==> config.mk <==
export PLATFORM = sky130hd
export DESIGN_NAME = ddr_mode_load_ctl
export DESIGN_NICKNAME = d
export VERILOG_FILES = /design/src/rtl/ddr_mrs_pkg.sv /design/src/rtl/mrs_field_check.sv /design/src/rtl/mrs_wait_timer.sv /design/src/rtl/mrs_reg_file.sv /design/src/rtl/mrs_decode.sv /design/src/rtl/ddr_mode_load_ctl.sv
export SDC_FILE = /design/constraint.sdc
export NUM_CORES = 1
export LEC_CHECK = 0
export BUFFER_PORTS_ARGS = -buffer_cell sky130_fd_sc_hd__buf_2
export CORE_MARGIN = 3
export CORE_UTILIZATION = 49
export CTS_CLUSTER_DIAMETER = 50
export DETAILED_ROUTE_END_ITERATION = 8
export HOLD_SLACK_MARGIN = 0.12
export PLACE_DENSITY = 0.79
export SYNTH_ARGS = -nofsm -noshare
export SYNTH_HDL_FRONTEND = slang
export SYNTH_HIERARCHICAL = 1
export SYNTH_SLANG_ARGS = --single-unit
==> constraint.sdc <==
create_clock -name clk -period 3 [get_ports clk]
set_input_delay 0.45 -clock clk [delete_from_list [all_inputs] [get_ports clk]]
set_output_delay 0.45 -clock clk [all_outputs]
set_load 0.01 [all_outputs]
==> src/rtl/ddr_mrs_pkg.sv <==
package ddr_mrs_pkg;

   localparam int MR_FIELD_W = 13;

   localparam logic [2:0] BL_CODE_2  = 3'b001;
   localparam logic [2:0] BL_CODE_4  = 3'b010;
   localparam logic [2:0] BL_CODE_8  = 3'b011;

   localparam logic [2:0] CL_CODE_20 = 3'b010;
   localparam logic [2:0] CL_CODE_25 = 3'b110;

   localparam logic [5:0] OP_NORMAL  = 6'b000000;
   localparam logic [5:0] OP_DLL_RST = 6'b000010;

   localparam logic [1:0] SEL_BASE   = 2'b00;
   localparam logic [1:0] SEL_EXT    = 2'b01;

   typedef enum logic {
      BT_SEQ = 1'b0,
      BT_ILV = 1'b1
   } burst_type_e;

   typedef struct packed {
      logic [3:0]  len;
      burst_type_e btype;
      logic [2:0]  cas_x2;
      logic        dll_rst;
   } base_dec_t;

endpackage

==> src/rtl/mrs_field_check.sv <==
module mrs_field_check
   import ddr_mrs_pkg::*;
#(
   parameter int ADDR_W = 13
) (
   input  logic [ADDR_W-1:0] addr,
   output logic              base_ok,
   output logic              ext_ok
);

   logic upper_zero;
   logic len_ok;
   logic cas_ok;
   logic op_ok;

   generate
      if (ADDR_W > MR_FIELD_W) begin : g_wide
         assign upper_zero = ~|addr[ADDR_W-1:MR_FIELD_W];
      end else begin : g_exact
         assign upper_zero = 1'b1;
      end
   endgenerate

   always_comb begin
      unique case (addr[2:0])
         BL_CODE_2, BL_CODE_4, BL_CODE_8: len_ok = 1'b1;
         default:                         len_ok = 1'b0;
      endcase
      unique case (addr[6:4])
         CL_CODE_20, CL_CODE_25: cas_ok = 1'b1;
         default:                cas_ok = 1'b0;
      endcase
      op_ok = (addr[12:7] == OP_NORMAL) || (addr[12:7] == OP_DLL_RST);
   end

   assign base_ok = upper_zero & len_ok & cas_ok & op_ok;
   assign ext_ok  = upper_zero & ~|addr[12:2];

   always_comb begin
      a_r6_ext_excl_high: assert (!(ext_ok && |addr[12:2]))
         else $error("extended load accepted with upper bits set");
   end

endmodule

==> src/rtl/mrs_wait_timer.sv <==
module mrs_wait_timer #(
   parameter int WAIT_CYCLES = 2
) (
   input  logic clk,
   input  logic rst_n,
   input  logic start,
   output logic busy
);

   localparam int CW = (WAIT_CYCLES > 1) ? $clog2(WAIT_CYCLES + 1) : 1;

   generate
      if (WAIT_CYCLES < 1) begin : g_bad_wait
         $error("mrs_wait_timer: WAIT_CYCLES must be at least 1");
      end

      if (WAIT_CYCLES == 1) begin : g_single
         logic hold_q;
         always_ff @(posedge clk or negedge rst_n) begin
            if (!rst_n) hold_q <= 1'b0;
            else        hold_q <= start;
         end
         assign busy = hold_q;
      end else begin : g_count
         logic [CW-1:0] cnt_q;
         always_ff @(posedge clk or negedge rst_n) begin
            if (!rst_n)              cnt_q <= '0;
            else if (start)          cnt_q <= CW'(WAIT_CYCLES);
            else if (cnt_q != '0)    cnt_q <= cnt_q - 1'b1;
         end
         assign busy = (cnt_q != '0);
      end
   endgenerate

   a_r9_start_opens: assert property (@(posedge clk) disable iff (!rst_n)
      start |=> busy)
      else $error("wait window did not open after a load");

   a_r9_no_restart: assert property (@(posedge clk) disable iff (!rst_n)
      busy |-> !start)
      else $error("load accepted inside the wait window");

endmodule

==> src/rtl/mrs_reg_file.sv <==
module mrs_reg_file
   import ddr_mrs_pkg::*;
(
   input  logic                  clk,
   input  logic                  rst_n,
   input  logic                  wr_base,
   input  logic                  wr_ext,
   input  logic [MR_FIELD_W-1:0] din,
   output logic [MR_FIELD_W-1:0] base_q,
   output logic [1:0]            ext_q
);

   always_ff @(posedge clk or negedge rst_n) begin
      if (!rst_n) begin
         base_q <= '0;
      end else if (wr_base) begin
         base_q <= din;
      end
   end

   always_ff @(posedge clk or negedge rst_n) begin
      if (!rst_n) begin
         ext_q <= '0;
      end else if (wr_ext) begin
         ext_q <= din[1:0];
      end
   end

   a_r1_one_target: assert property (@(posedge clk) disable iff (!rst_n)
      !(wr_base && wr_ext))
      else $error("both registers written at once");

   a_r7_base_hold: assert property (@(posedge clk) disable iff (!rst_n)
      !wr_base |=> $stable(base_q))
      else $error("base register changed without a write");

   a_r7_ext_hold: assert property (@(posedge clk) disable iff (!rst_n)
      !wr_ext |=> $stable(ext_q))
      else $error("extended register changed without a write");

endmodule

==> src/rtl/mrs_decode.sv <==
module mrs_decode
   import ddr_mrs_pkg::*;
(
   input  logic [MR_FIELD_W-1:0] base_q,
   output base_dec_t             dec
);

   always_comb begin
      dec = '0;
      unique case (base_q[2:0])
         BL_CODE_2: dec.len = 4'd2;
         BL_CODE_4: dec.len = 4'd4;
         BL_CODE_8: dec.len = 4'd8;
         default:   dec.len = 4'd0;
      endcase
      dec.btype = base_q[3] ? BT_ILV : BT_SEQ;
      unique case (base_q[6:4])
         CL_CODE_20: dec.cas_x2 = 3'd4;
         CL_CODE_25: dec.cas_x2 = 3'd5;
         default:    dec.cas_x2 = 3'd0;
      endcase
      dec.dll_rst = (base_q[12:7] == OP_DLL_RST);
   end

   always_comb begin
      a_r2_len_values: assert (dec.len inside {4'd0, 4'd2, 4'd4, 4'd8})
         else $error("burst length outside the legal set");
      a_r4_cas_values: assert (dec.cas_x2 inside {3'd0, 3'd4, 3'd5})
         else $error("CAS latency outside the legal set");
   end

endmodule

==> src/rtl/ddr_mode_load_ctl.sv <==
module ddr_mode_load_ctl
   import ddr_mrs_pkg::*;
#(
   parameter int ADDR_W      = 13,
   parameter int WAIT_CYCLES = 2
) (
   input  logic              clk,
   input  logic              rst_n,
   input  logic              cmd_valid,
   input  logic              cmd_load,
   input  logic [1:0]        ba,
   input  logic [ADDR_W-1:0] addr,
   input  logic              banks_idle,
   input  logic              burst_active,
   output logic              busy,
   output logic [3:0]        burst_len,
   output logic              burst_ilv,
   output logic [2:0]        cas_x2,
   output logic              dll_reset,
   output logic              dll_enable,
   output logic              drive_reduced,
   output logic              err_state,
   output logic              err_rsvd,
   output logic              err_timing,
   output logic              err_dll
);

   generate
      if (ADDR_W < MR_FIELD_W) begin : g_bad_addr
         $error("ddr_mode_load_ctl: ADDR_W must cover the 13-bit register field");
      end
   endgenerate

   logic                  base_ok;
   logic                  ext_ok;
   logic                  take;
   logic                  is_load;
   logic                  state_bad;
   logic                  sel_base;
   logic                  sel_ext;
   logic                  wr_base;
   logic                  wr_ext;
   logic                  rsvd_hit;
   logic                  dll_hit;
   logic                  dll_pend_q;
   logic [MR_FIELD_W-1:0] base_q;
   logic [1:0]            ext_q;
   base_dec_t             dec;

   mrs_field_check #(.ADDR_W(ADDR_W)) chk_i (
      .addr    (addr),
      .base_ok (base_ok),
      .ext_ok  (ext_ok)
   );

   always_comb begin
      take      = cmd_valid & ~busy;
      is_load   = take & cmd_load;
      state_bad = is_load & (~banks_idle | burst_active);
      sel_base  = (ba == SEL_BASE);
      sel_ext   = (ba == SEL_EXT);
      wr_base   = is_load & ~state_bad & sel_base & base_ok;
      wr_ext    = is_load & ~state_bad & sel_ext & ext_ok;
      rsvd_hit  = is_load & ~state_bad &
                  (ba[1] | (sel_base & ~base_ok) | (sel_ext & ~ext_ok));
      dll_hit   = dll_pend_q & (wr_ext | (wr_base & ~addr[8]));
   end

   mrs_reg_file regs_i (
      .clk     (clk),
      .rst_n   (rst_n),
      .wr_base (wr_base),
      .wr_ext  (wr_ext),
      .din     (addr[MR_FIELD_W-1:0]),
      .base_q  (base_q),
      .ext_q   (ext_q)
   );

   mrs_wait_timer #(.WAIT_CYCLES(WAIT_CYCLES)) tmr_i (
      .clk   (clk),
      .rst_n (rst_n),
      .start (wr_base | wr_ext),
      .busy  (busy)
   );

   mrs_decode dec_i (
      .base_q (base_q),
      .dec    (dec)
   );

   always_ff @(posedge clk or negedge rst_n) begin
      if (!rst_n) begin
         dll_pend_q <= 1'b0;
      end else if (wr_ext) begin
         dll_pend_q <= ~addr[0];
      end else if (wr_base) begin
         dll_pend_q <= 1'b0;
      end
   end

   always_ff @(posedge clk or negedge rst_n) begin
      if (!rst_n) begin
         err_state  <= 1'b0;
         err_rsvd   <= 1'b0;
         err_timing <= 1'b0;
         err_dll    <= 1'b0;
      end else begin
         err_state  <= err_state  | state_bad;
         err_rsvd   <= err_rsvd   | rsvd_hit;
         err_timing <= err_timing | (cmd_valid & busy);
         err_dll    <= err_dll    | dll_hit;
      end
   end

   assign burst_len     = dec.len;
   assign burst_ilv     = (dec.btype == BT_ILV);
   assign cas_x2        = dec.cas_x2;
   assign dll_reset     = dec.dll_rst;
   assign dll_enable    = ~ext_q[0];
   assign drive_reduced = ext_q[1];

   a_r8_state_refused: assert property (@(posedge clk) disable iff (!rst_n)
      (cmd_valid && cmd_load && !busy && (!banks_idle || burst_active))
         |=> (!busy && err_state))
      else $error("load accepted while banks were not idle");

   a_r7_ba1_refused: assert property (@(posedge clk) disable iff (!rst_n)
      (cmd_valid && ba[1]) |=> ($stable(burst_len) && $stable(cas_x2) &&
                                $stable(dll_enable) && $stable(drive_reduced)))
      else $error("upper bank-select bit changed a register");

   a_r9_late_cmd_flag: assert property (@(posedge clk) disable iff (!rst_n)
      (cmd_valid && busy) |=> err_timing)
      else $error("command inside wait window not flagged");

   a_r12_sticky_flags: assert property (@(posedge clk) disable iff (!rst_n)
      (err_state || err_rsvd || err_timing || err_dll) |=>
         ($past(err_state) <= err_state && $past(err_rsvd) <= err_rsvd &&
          $past(err_timing) <= err_timing && $past(err_dll) <= err_dll))
      else $error("sticky flag cleared without reset");

   a_r10_pend_base_reset: assert property (@(posedge clk) disable iff (!rst_n)
      (dll_pend_q && wr_base && addr[8]) |=> (!dll_pend_q && $stable(err_dll)))
      else $error("proper DLL reset load was flagged");

endmodule

==> flow_summary_export.csv <==
group,metric,value,unit
die,die_h,53.8,um
logic_synthesis,yosysWarnings,6,
finish,area_delta_synth_final,20.8,%
power_and_ir_drop,peakVddDrop,0.412,mV
drt,vias,751,
run_status,status,"complete, no violations",
timing,skew,0.00939,ns
logic_synthesis,synth-seq-cells,22,
logic_synthesis,synth_cell_types,33,
clock_tree,ctsResizeCount,0,
grt,antenna_found_initial,0,
finish,fillCellCount,161,
setup_path,startpoint_type,"register",
clock_tree,path_clk_slew,0.12,ns
drt,first_pass_iters,4,
logic_synthesis,ys_seq_area_frac,0.492,
drt,avgViaCountPerCell,5.07,
die,fp.dieW,53.8,um
timing,clock.fmax,482,MHz
timing,drv_slew,0,
flow_run,maxCapViolations,0,
clock_tree,clock_sinks,22,
setup_path,endpoint_kind,"register",
clock_tree,ctsHoldBuffers,1,
finish,layout-drive-gt1-share,0.529,
drt,antenna_left,0,
setup_path,arrival,2.29,ns
min_path,hold_path_class,"in2reg",
power_and_ir_drop,power_density,476,nW/um^2
clock_tree,clock_latency,0.31,ns
logic_synthesis,syn_area,1120,sq um
timing,finalHoldViolCount,0,
finish,fin_util,0.656,
clock_tree,post_cts_buffers,0,
finish,antenna_cells,0,
drt,dr.first_iter.drc_count,3,
timing,setup-tns-final,0,ns
clock_tree,tritoncts,"done",
clock_tree,clockBufferDepth,2,
place,gp_congestion,0.668,
timing,period_minus_slack,2.08,ns
timing,hold-worst-slack,0.383,ns
finish,layout_common_cells,"buf_2, dfrtp_1, mux2_4, inv_1, mux2_2",
die,die_area,2890,sq um
setup_path,required,3.21,ns
die,start_util,0.543,
finish,nets,144,
grt,grt_pass1_vias,762,
finish,layout_commonest_cell,"buf_2",
drt,wl,2040,um
power_and_ir_drop,leakage,0.000689,uW
timing,rsz0062_at_grt,"false",
grt,grt_remaining_overflow,0,
timing,post-route-period-util,0.692,
die,rows,16,
die,ios,37,
drt,drc,0,
place,io_buffers,34,
clock_tree,cts_root_buf,"clkbuf_4",
logic_synthesis,syn_inst,84,
logic_synthesis,postSynthAreaPerCell,13.3,sq um
grt,grt_first_pass_wirelength,3240,um
place,place_hpwl,1600,um
timing,setup_viol,0,
drt,wl_per_cell,13.8,um
grt,grt_max_degree,23,
clock_tree,cts_buffers,3,
grt,gr-usage-all-layers,0.156,
setup_path,cp_max_fo,13,
die,coreArea,2060,sq um
clock_tree,h-tree-depth,1,
setup_path,path_class,"reg2reg",
where the power goes:
group	internal, uW	switching, uW
sequential	322	11.5
combinational	74.1	73.7
clock	74.1	88.2
cell usage after synthesis:
master / number / share of area
nand3b_4: 1 / 0.018
nor2_1: 1 / 0.0033
a31o_2: 1 / 0.0078
buf_6: 1 / 0.010
xor2_1: 1 / 0.0078
conb_1: 1 / 0.0033
or3_1: 2 / 0.011
a2111oi_4: 1 / 0.025
or4_4: 1 / 0.010
ha_1: 1 / 0.011
and3b_1: 1 / 0.0078
nand2_2: 1 / 0.0056
inv_1: 5 / 0.017
nor3_1: 5 / 0.022
mux2_4: 10 / 0.13
o22ai_1: 1 / 0.0056
or2b_1: 1 / 0.0067
nor2b_1: 1 / 0.0056
buf_4: 3 / 0.020
nand2b_1: 3 / 0.017
a21o_1: 2 / 0.013
o21ai_0: 2 / 0.0089
nor3b_1: 2 / 0.013
a21oi_1: 1 / 0.0045
nor3_2: 1 / 0.0089
or2_4: 1 / 0.0078
nand2b_4: 2 / 0.025
or4b_1: 1 / 0.0089
and2_1: 1 / 0.0056
o21bai_1: 1 / 0.0067
or4_1: 1 / 0.0067
dfrtp_1: 22 / 0.49
mux2_2: 5 / 0.050
sequential cells by signal, indices dropped and copies added (netlist names):
register and count:
err_state 1, regs_i/base_q 13, err_dll 1, err_rsvd 1, tmr_i/g_count.cnt_q 2, dll_pend_q 1
err_timing 1, regs_i/ext_q 2
path summary, 6_finish.rpt:
path | slack [ns] | end | start | cells after the start
setup / recovery | 0.92 | regs_i/base_q[0]$_DFFE_PN0P_ | tmr_i/g_count.cnt_q[0]$_DFFE_PN0P_ | 8
hold / removal | 0.38 | regs_i/base_q[12]$_DFFE_PN0P_ | addr[12] | 2
setup reg to reg | 0.92 | regs_i/base_q[0]$_DFFE_PN0P_ | tmr_i/g_count.cnt_q[0]$_DFFE_PN0P_ | 8
hold reg to reg | 0.47 | err_timing$_DFF_PN0_ | err_timing$_DFF_PN0_ | 1
max in group asynchronous | 2.04 | regs_i/base_q[9]$_DFFE_PN0P_ | rst_n | 2
min in group asynchronous | 0.62 | regs_i/base_q[11]$_DFFE_PN0P_ | rst_n | 2
cell families (layout without fill, tap and decap cells):
family | Yosys count | after routing | share of synthesized area
XOR/XNOR | 1 | 1 | 0.00782
multiplexers | 15 | 15 | 0.184
other | 1 | 2 | 0.00335
AND/OR/NAND/NOR | 26 | 26 | 0.183
flip-flops | 22 | 22 | 0.492
adder cells (fa/ha/maj) | 1 | 1 | 0.0112
AO/OA/AOI/OAI | 9 | 9 | 0.0715
buffers and inverters | 9 | 45 | 0.0469
final cells by class:
class | instances | area [sq um] | share of cell area
sequential | 22 | 551 | 0.407
multi-input combinational | 54 | 526 | 0.389
timing repair buffer | 36 | 188 | 0.139
clock buffer | 4 | 36.3 | 0.0268
tap | 27 | 33.8 | 0.0250
inverter | 5 | 18.8 | 0.0139
metal layers:
layer  up-vias  wire length (um)  global-route usage
met5         -                 0                   0
met4         0                10              0.0255
met2        30              1010               0.268
li1        362                 -                   -
met3         2               191              0.0637
met1       357               823               0.184
worst max-delay path, stage by stage (launching register included):
cell,delay (ns)
dfrtp_1,0.41
inv_1,0.06
ha_1,0.20
inv_1,0.08
nand3b_4,0.18
or2_4,0.26
nor3_2,0.15
buf_4,0.26
mux2_2,0.36
through the flow:
stage | instance area [sq um] | instances | worst slack (ns) | power, uW
after floorplan | 1120 | 85 | 0.582 | 433
after global placement | 1310 | 143 | 0.644 | 478
after detailed placement | 1310 | 143 | 0.605 | 488
after CTS | 1350 | 148 | 0.908 | 652
after global routing | 1350 | 148 | 0.803 | 681
final | 1350 | 148 | 0.924 | 643
No activity file was read; power rests on OpenSTA's default activity.
